==> src/rtl/gpio_port_pkg.sv <==
package gpio_port_pkg;
   // number of 16-bit slots in the register window
   localparam int unsigned REG_SLOTS = 17;
   // the only legal access size code
   localparam logic [1:0] SIZE_HALF = 2'd1;

   // slot order decides the decode: slots 0..11 form three aliased groups
   typedef enum logic [4:0] {
      IX_DATA = 5'd0, IX_DATA_CLR, IX_DATA_SET, IX_DATA_TGL,
      IX_MA, IX_MA_CLR, IX_MA_SET, IX_MA_TGL,
      IX_MB, IX_MB_CLR, IX_MB_SET, IX_MB_TGL,
      IX_DIR, IX_POL, IX_EDG, IX_BOTH, IX_INEN
   } reg_ix_e;

   typedef enum logic [1:0] {
      OP_LOAD = 2'd0, OP_CLR = 2'd1, OP_SET = 2'd2, OP_TGL = 2'd3
   } upd_op_e;

   localparam int unsigned ALIAS_GROUPS = 3;
   localparam int unsigned CFG_REGS     = 5;
   localparam int unsigned CFG_BASE     = 12;
endpackage

==> src/rtl/gpio_port_sync.sv <==
module gpio_port_sync #(
   parameter int N      = 15,
   parameter int STAGES = 2
) (
   input  logic         clk,
   input  logic         rst_n,
   input  logic [N-1:0] d,
   output logic [N-1:0] q
);
   if (STAGES < 1) begin : g_bad
      $error("gpio_port_sync: STAGES must be at least 1");
   end

   logic [STAGES-1:0][N-1:0] st;

   if (STAGES == 1) begin : g_one
      always_ff @(posedge clk) begin
         if (!rst_n) st <= '0;
         else        st <= d;
      end
   end else begin : g_chain
      always_ff @(posedge clk) begin
         if (!rst_n) st <= '0;
         else        st <= {st[STAGES-2:0], d};
      end
   end

   assign q = st[STAGES-1];
endmodule

==> src/rtl/gpio_port_regs.sv <==
module gpio_port_regs
   import gpio_port_pkg::*;
#(
   parameter int W      = 16,
   parameter int ADDR_W = 7
) (
   input  logic              clk,
   input  logic              rst_n,
   input  logic              bus_en,
   input  logic              bus_we,
   input  logic [ADDR_W-1:0] bus_addr,
   input  logic [1:0]        bus_size,
   input  logic [W-1:0]      bus_wdata,
   output logic [W-1:0]      bus_rdata,
   output logic              bus_err,
   input  logic [W-1:0]      cap_mask,
   input  logic [W-1:0]      cap_val,
   output logic [W-1:0]      data_q,
   output logic [W-1:0]      mask_a_q,
   output logic [W-1:0]      mask_b_q,
   output logic [W-1:0]      dir_q,
   output logic [W-1:0]      pol_q,
   output logic [W-1:0]      edg_q,
   output logic [W-1:0]      both_q,
   output logic [W-1:0]      inen_q
);
   localparam int WORD_W = ADDR_W - 2;
   localparam logic [WORD_W-1:0] LAST_WORD = WORD_W'(REG_SLOTS - 1);

   if (ADDR_W < 7) begin : g_bad_addr
      $error("gpio_port_regs: ADDR_W too small for the register window");
   end

   logic [WORD_W-1:0] word;
   logic [4:0]        ix;
   logic              legal;
   logic              wr_hit;

   assign word   = bus_addr[ADDR_W-1:2];
   assign ix     = word[4:0];
   assign legal  = (bus_size == SIZE_HALF) && (bus_addr[1:0] == 2'b00)
                   && (word <= LAST_WORD);
   assign bus_err = bus_en && !legal;
   assign wr_hit  = bus_en && bus_we && legal;

   function automatic logic [W-1:0] apply_op(input logic [W-1:0] cur,
                                             input logic [W-1:0] v,
                                             input upd_op_e      op);
      case (op)
         OP_LOAD: apply_op = v;
         OP_CLR:  apply_op = cur & ~v;
         OP_SET:  apply_op = cur | v;
         default: apply_op = cur ^ v;
      endcase
   endfunction

   logic [ALIAS_GROUPS-1:0][W-1:0] alias_v;
   logic [CFG_REGS-1:0][W-1:0]     cfg_v;

   // aliased groups: data, mask A, mask B
   for (genvar g = 0; g < ALIAS_GROUPS; g++) begin : g_alias
      logic         hit;
      logic [W-1:0] q;
      assign hit = wr_hit && (ix[4:2] == 3'(g));
      if (g == 0) begin : g_data
         // a bus write to the data group blocks capture for that cycle
         always_ff @(posedge clk) begin
            if (!rst_n)   q <= '0;
            else if (hit) q <= apply_op(q, bus_wdata, upd_op_e'(ix[1:0]));
            else          q <= (q & ~cap_mask) | (cap_val & cap_mask);
         end
      end else begin : g_mask
         always_ff @(posedge clk) begin
            if (!rst_n)   q <= '0;
            else if (hit) q <= apply_op(q, bus_wdata, upd_op_e'(ix[1:0]));
         end
      end
      assign alias_v[g] = q;
   end

   // plain configuration registers
   for (genvar k = 0; k < CFG_REGS; k++) begin : g_cfg
      logic         hit;
      logic [W-1:0] q;
      assign hit = wr_hit && (ix == 5'(CFG_BASE + k));
      always_ff @(posedge clk) begin
         if (!rst_n)   q <= '0;
         else if (hit) q <= bus_wdata;
      end
      assign cfg_v[k] = q;
   end

   logic [2:0] cfg_ix;
   assign cfg_ix = 3'(ix - 5'(CFG_BASE));

   always_comb begin
      bus_rdata = '0;
      if (legal) begin
         if (ix < 5'(CFG_BASE)) bus_rdata = alias_v[ix[3:2]];
         else                   bus_rdata = cfg_v[cfg_ix];
      end
   end

   assign data_q   = alias_v[0];
   assign mask_a_q = alias_v[1];
   assign mask_b_q = alias_v[2];
   assign dir_q    = cfg_v[0];
   assign pol_q    = cfg_v[1];
   assign edg_q    = cfg_v[2];
   assign both_q   = cfg_v[3];
   assign inen_q   = cfg_v[4];
endmodule

==> src/rtl/gpio_port_evt.sv <==
module gpio_port_evt #(
   parameter int PINS = 15
) (
   input  logic            clk,
   input  logic            rst_n,
   input  logic [PINS-1:0] lvl,
   input  logic [PINS-1:0] cap_en,
   input  logic [PINS-1:0] pol,
   input  logic [PINS-1:0] edg,
   input  logic [PINS-1:0] both,
   output logic [PINS-1:0] evt
);
   logic [PINS-1:0] prev;

   always_ff @(posedge clk) begin
      if (!rst_n) prev <= '0;
      else        prev <= lvl;
   end

   for (genvar i = 0; i < PINS; i++) begin : g_pin
      logic rise, fall, hit;
      assign rise = lvl[i] & ~prev[i];
      assign fall = ~lvl[i] & prev[i];
      always_comb begin
         if (!edg[i])      hit = (lvl[i] != pol[i]);
         else if (both[i]) hit = rise | fall;
         else if (pol[i])  hit = fall;
         else              hit = rise;
      end
      assign evt[i] = cap_en[i] & hit;
   end
endmodule

==> src/rtl/gpio_port_irq.sv <==
module gpio_port_irq #(
   parameter int W           = 16,
   parameter int PINS        = 15,
   parameter int ADDR_W      = 7,
   parameter int SYNC_STAGES = 2
) (
   input  logic              clk,
   input  logic              rst_n,
   input  logic              bus_en,
   input  logic              bus_we,
   input  logic [ADDR_W-1:0] bus_addr,
   input  logic [1:0]        bus_size,
   input  logic [W-1:0]      bus_wdata,
   output logic [W-1:0]      bus_rdata,
   output logic              bus_err,
   input  logic [PINS-1:0]   pin_in,
   output logic              irq_a,
   output logic              irq_b
);
   localparam int PAD = W - PINS;

   if (PINS < 1 || PINS >= W) begin : g_bad_pins
      $error("gpio_port_irq: PINS must lie between 1 and W-1");
   end

   logic [W-1:0]    data_q, mask_a_q, mask_b_q, dir_q, pol_q, edg_q, both_q, inen_q;
   logic [W-1:0]    cap_mask, cap_val;
   logic [PINS-1:0] lvl, cap_en, evt;

   gpio_port_sync #(.N(PINS), .STAGES(SYNC_STAGES)) u_sync (
      .clk(clk), .rst_n(rst_n), .d(pin_in), .q(lvl)
   );

   assign cap_en   = dir_q[PINS-1:0] & inen_q[PINS-1:0];
   assign cap_mask = {{PAD{1'b0}}, cap_en};
   assign cap_val  = {{PAD{1'b0}}, lvl};

   gpio_port_regs #(.W(W), .ADDR_W(ADDR_W)) u_regs (
      .clk(clk), .rst_n(rst_n),
      .bus_en(bus_en), .bus_we(bus_we), .bus_addr(bus_addr),
      .bus_size(bus_size), .bus_wdata(bus_wdata),
      .bus_rdata(bus_rdata), .bus_err(bus_err),
      .cap_mask(cap_mask), .cap_val(cap_val),
      .data_q(data_q), .mask_a_q(mask_a_q), .mask_b_q(mask_b_q),
      .dir_q(dir_q), .pol_q(pol_q), .edg_q(edg_q), .both_q(both_q),
      .inen_q(inen_q)
   );

   gpio_port_evt #(.PINS(PINS)) u_evt (
      .clk(clk), .rst_n(rst_n), .lvl(lvl), .cap_en(cap_en),
      .pol(pol_q[PINS-1:0]), .edg(edg_q[PINS-1:0]),
      .both(both_q[PINS-1:0]), .evt(evt)
   );

   always_ff @(posedge clk) begin
      if (!rst_n) begin
         irq_a <= 1'b0;
         irq_b <= 1'b0;
      end else begin
         irq_a <= |(evt & mask_a_q[PINS-1:0]);
         irq_b <= |(evt & mask_b_q[PINS-1:0]);
      end
   end
endmodule

==> config.mk <==
export PLATFORM = sky130hd
export DESIGN_NAME = gpio_port_irq
export DESIGN_NICKNAME = d
export VERILOG_FILES = /design/src/rtl/gpio_port_pkg.sv /design/src/rtl/gpio_port_sync.sv /design/src/rtl/gpio_port_regs.sv /design/src/rtl/gpio_port_evt.sv /design/src/rtl/gpio_port_irq.sv
export SDC_FILE = /design/constraint.sdc
export NUM_CORES = 1
export LEC_CHECK = 0
export BUFFER_PORTS_ARGS = -buffer_cell sky130_fd_sc_hd__buf_2
export CAP_MARGIN = 20
export CORE_ASPECT_RATIO = 1.1
export CORE_MARGIN = 4
export CORE_UTILIZATION = 46
export CTS_CLUSTER_SIZE = 40
export DETAILED_ROUTE_END_ITERATION = 10
export PLACE_DENSITY = 0.65
export SLEW_MARGIN = 0
export SYNTH_ARGS = -nofsm -noshare
export SYNTH_HDL_FRONTEND = slang
export SYNTH_SLANG_ARGS = --single-unit
==> constraint.sdc <==
create_clock -name clk -period 2 [get_ports clk]
set_clock_uncertainty 0.2 [all_clocks]
set_input_delay 0.1 -clock clk [delete_from_list [all_inputs] [get_ports clk]]
set_output_delay 0.1 -clock clk [all_outputs]
set_load 0.01 [all_outputs]
==> reports/results.txt <==
Startpoint type of the worst setup path -> flop
Most frequent cells in the layout -> 196 x nand2_1, 184 x nor2_1, 146 x buf_4
FF-to-FF path depth -> 8
Row Count -> 59
Synth area leaders -> dfxtp_1 32%, ha_1 14%, nand2_1 6.7%
DRT Wirelength -> 35550 um
Global Route met2 Usage -> 43.28%
Initial DRC count -> 1036
Antenna viol nets, final -> 0
Buf+Inv Stages, Crit Path -> 1
Post-synth EDFFs -> 0
PwrDens -> 557.9 nW/um2
Synth warnings -> 0
Post-synthesis register bit count -> 175
CTS tree -> done
Setup ws final -> -0.1518 ns
Die Wd -> 156.0 um
Endpoint, Worst Hold -> u_regs.mask_b_q[3]
First-pass GRT wire length -> 56410 um
Hold crit path type -> in -> reg
Final setup violation count -> 16
Failing checks -> setup timing
Syn Std Cell Area -> 11090 um2
Cells on Worst Hold Path -> 5
Top Ports -> 63
Crit path kind -> reg -> reg
Top cell type's share of synthesized area -> 31.60%
Max_cap viols -> 0
Clock latency on the worst-skew pair -> 0.43 ns
Unrepaired setup endpoints after global routing -> true
Worst Setup End Kind -> flop
CTS H-tree lvls -> 4
Max clock buf depth -> 2
Slew Viols, Final -> 0
Status -> finished with violations
Clock Tree Root -> clkbuf_16
FF-to-FF End -> irq_b
Crit-path slowest cell -> dfxtp_4
F_max -> 464.7 MHz
Async set or reset register ratio after synthesis -> 0%
Worst r2r src -> u_evt.prev[1]
Critical path arrival -> 2.27 ns
CTS buffer count -> 17
Area grow syn2layout -> 28.27%
Placed insts -> 1801
Largest net degree at the start of global routing -> 62
Final Critical Period -> 2.152 ns
Global Route met3 Usage -> 3.542%
Grt peak-use layer -> met2
Critical Path Max Stage Delay -> 0.37 ns
Post-Place Setup Slack -> -0.2061 ns
All-Layer GR Usage -> 26.57%
Syn_nets -> 1575
Worst endpoint required time -> 2.11 ns
Post-synthesis cell count -> 1405
Power Total -> 0.007935 W
Netlist cell types -> 53
Total grt overflow -> 0
Crit path max-delay family -> compound AO/OA/AOI/OAI gates
Largest area contributor in the netlist -> dfxtp_1
Top_reg_cell synth -> dfxtp_1
Critical hold path startpoint -> bus_addr[3]
Routed via count -> 10870
Worst VDD drop -> 536.5 uV
Critical-path cell list -> inv_2 -> ha_2 -> mux2_4 -> o211a_1 -> o21ai_2 -> o2111ai_2 -> nor4_1 -> a31oi_1
# fillers -> 2026
Fin util -> 60.02%
Number of global-route vias before repair -> 10240
Starting density of the core -> 46.79%
HPWL Detailed -> 24850 um
Final #Nets -> 1774
Routed WL per cell -> 18.50 um
Clock slew at reported path FFs -> 0.08 ns
Commonest non-fill, non-tap cell in the layout -> nand2_1
Drt via density -> 5.655
Placeable Area -> 23700 um2
Residual DRC -> 0
Slew margin rel. -> 61.54%
Hold Slack -> 0.04205 ns
Fin cells -> 1922
Share of layout cells above drive strength 1 -> 25.42%
GPL Wtd Cong -> 0.9316
Die Y -> 170.8 um
Syn avg cell area -> 7.892 um2
Sequential area share after synthesis -> 31.60%
Leakage -> 5.836 nW
# diodes -> 0
Total iterations of the first detailed-routing run -> 6
Period utilization -> 107.6%
Met1 usage -> 35.85%
Final Hold Viols -> 0
R2R setup slack -> -0.15 ns
Die area -> 26660 um2
# port buffers -> 62
Crit path max fanout -> 2
Initial antenna violation count -> 0
Worst-Margin Slew -> 0.5724 ns
Clk sinks -> 175
## worst register-to-register path, delay by kind of cell (launching register included)
kind	cells	cell delay, ns
fa+ha+maj	1	0.16
buf+inv	1	0.03
flops	1	0.37
compound gates	4	0.70
mux	1	0.27
simple gates	1	0.29
## state kept, by name, indices dropped and copies added (netlist names), named ones only
register	cells
u_evt.prev	15
u_regs.data_q	1
u_sync.q	15
u_regs.both_q	16
irq_a	1
u_regs.edg_q	16
u_regs.mask_b_q	16
u_regs.mask_a_q	16
u_regs.pol_q	16
u_sync.st	15
u_regs.dir_q	16
irq_b	1
u_regs.inen_q	16
## layer usage
metal  routed length [um]  share of wire [%]
met5                    0                  0
met4                 1392                3.9
met3                 1990                5.6
met2                16710                 47
met1                15460                 43
## worst max-delay path by stage
stage,startpoint,to,slack (ns),cells after the start
5_1_grt,u_sync.q[1],irq_b,-0.22,8
2_1_floorplan,u_sync.q[9],irq_a,0.03,8
3_5_place_dp,bus_size[1],flop,-0.21,8
4_1_cts,u_regs.pol_q[9],bus_rdata[9],-0.17,5
3_3_place_gp,bus_size[1],flop,-0.18,8
6_report,u_evt.prev[1],irq_b,-0.15,8
## area by class of cell
| cell class | instances | area (um2) | area share (%) |
|---|---|---|---|
| clock buffer | 17 | 425.4 | 2.991 |
| timing repair buffer | 268 | 2138 | 15.03 |
| tap | 305 | 381.6 | 2.683 |
| sequential | 175 | 3592 | 25.26 |
| multi-input combinational | 1044 | 7141 | 50.21 |
| inverter | 98 | 370.4 | 2.604 |
| clock inverter | 15 | 173.9 | 1.223 |
## synthesized netlist by cell type (all sizes together), types with 6 or more instances
| master | instances |
|---|---|
| buf | 25 |
| nand3 | 25 |
| nor3 | 63 |
| a21oi | 121 |
| ha | 126 |
| a22oi | 11 |
| mux2i | 16 |
| inv | 96 |
| dfxtp | 175 |
| and2 | 31 |
| xnor2 | 14 |
| clkbuf | 63 |
| mux2 | 11 |
| o211ai | 6 |
| mux4 | 15 |
| a211oi | 68 |
| and3 | 9 |
| a311oi | 15 |
| a221oi | 18 |
| nor2 | 186 |
| o211a | 6 |
| o22ai | 17 |
| nand2 | 199 |
| o21ai | 52 |
## metrics by stage
stage               TNS, ns  area, um2
finish               -1.463      14220
global route         -2.305      14220
CTS                  -1.660      14020
detailed placement   -7.388      12400
global placement     -5.149      12400
floorplan                 0      11090
## what timing repair did
item / in CTS / in global routing
pin swaps: 27 / 24
cloned: 0 / 0
gates resized for setup: 86 / 44
hold endpoints to repair: 123 / 0
setup buffers: 41 / 8
setup endpoints to repair: 18 / 19
hold buffers: 48 / 0
## power by group
group | switching (W) | internal, W
clock | 0.00170 | 0.00169
sequential | 0.0000241 | 0.00351
combinational | 0.000593 | 0.000422
total | 0.00232 | 0.00562
## cell families after synthesis
family | synth area share (%)
and+or+nand+nor | 21.02
adders and majority gates | 14.22
muxes | 5.608
buffers and inverters | 6.895
xor gates and xnor gates | 1.185
DFF | 31.60
AOI/OAI and AO/OA | 19.48
(Power assumes the default switching activity.)
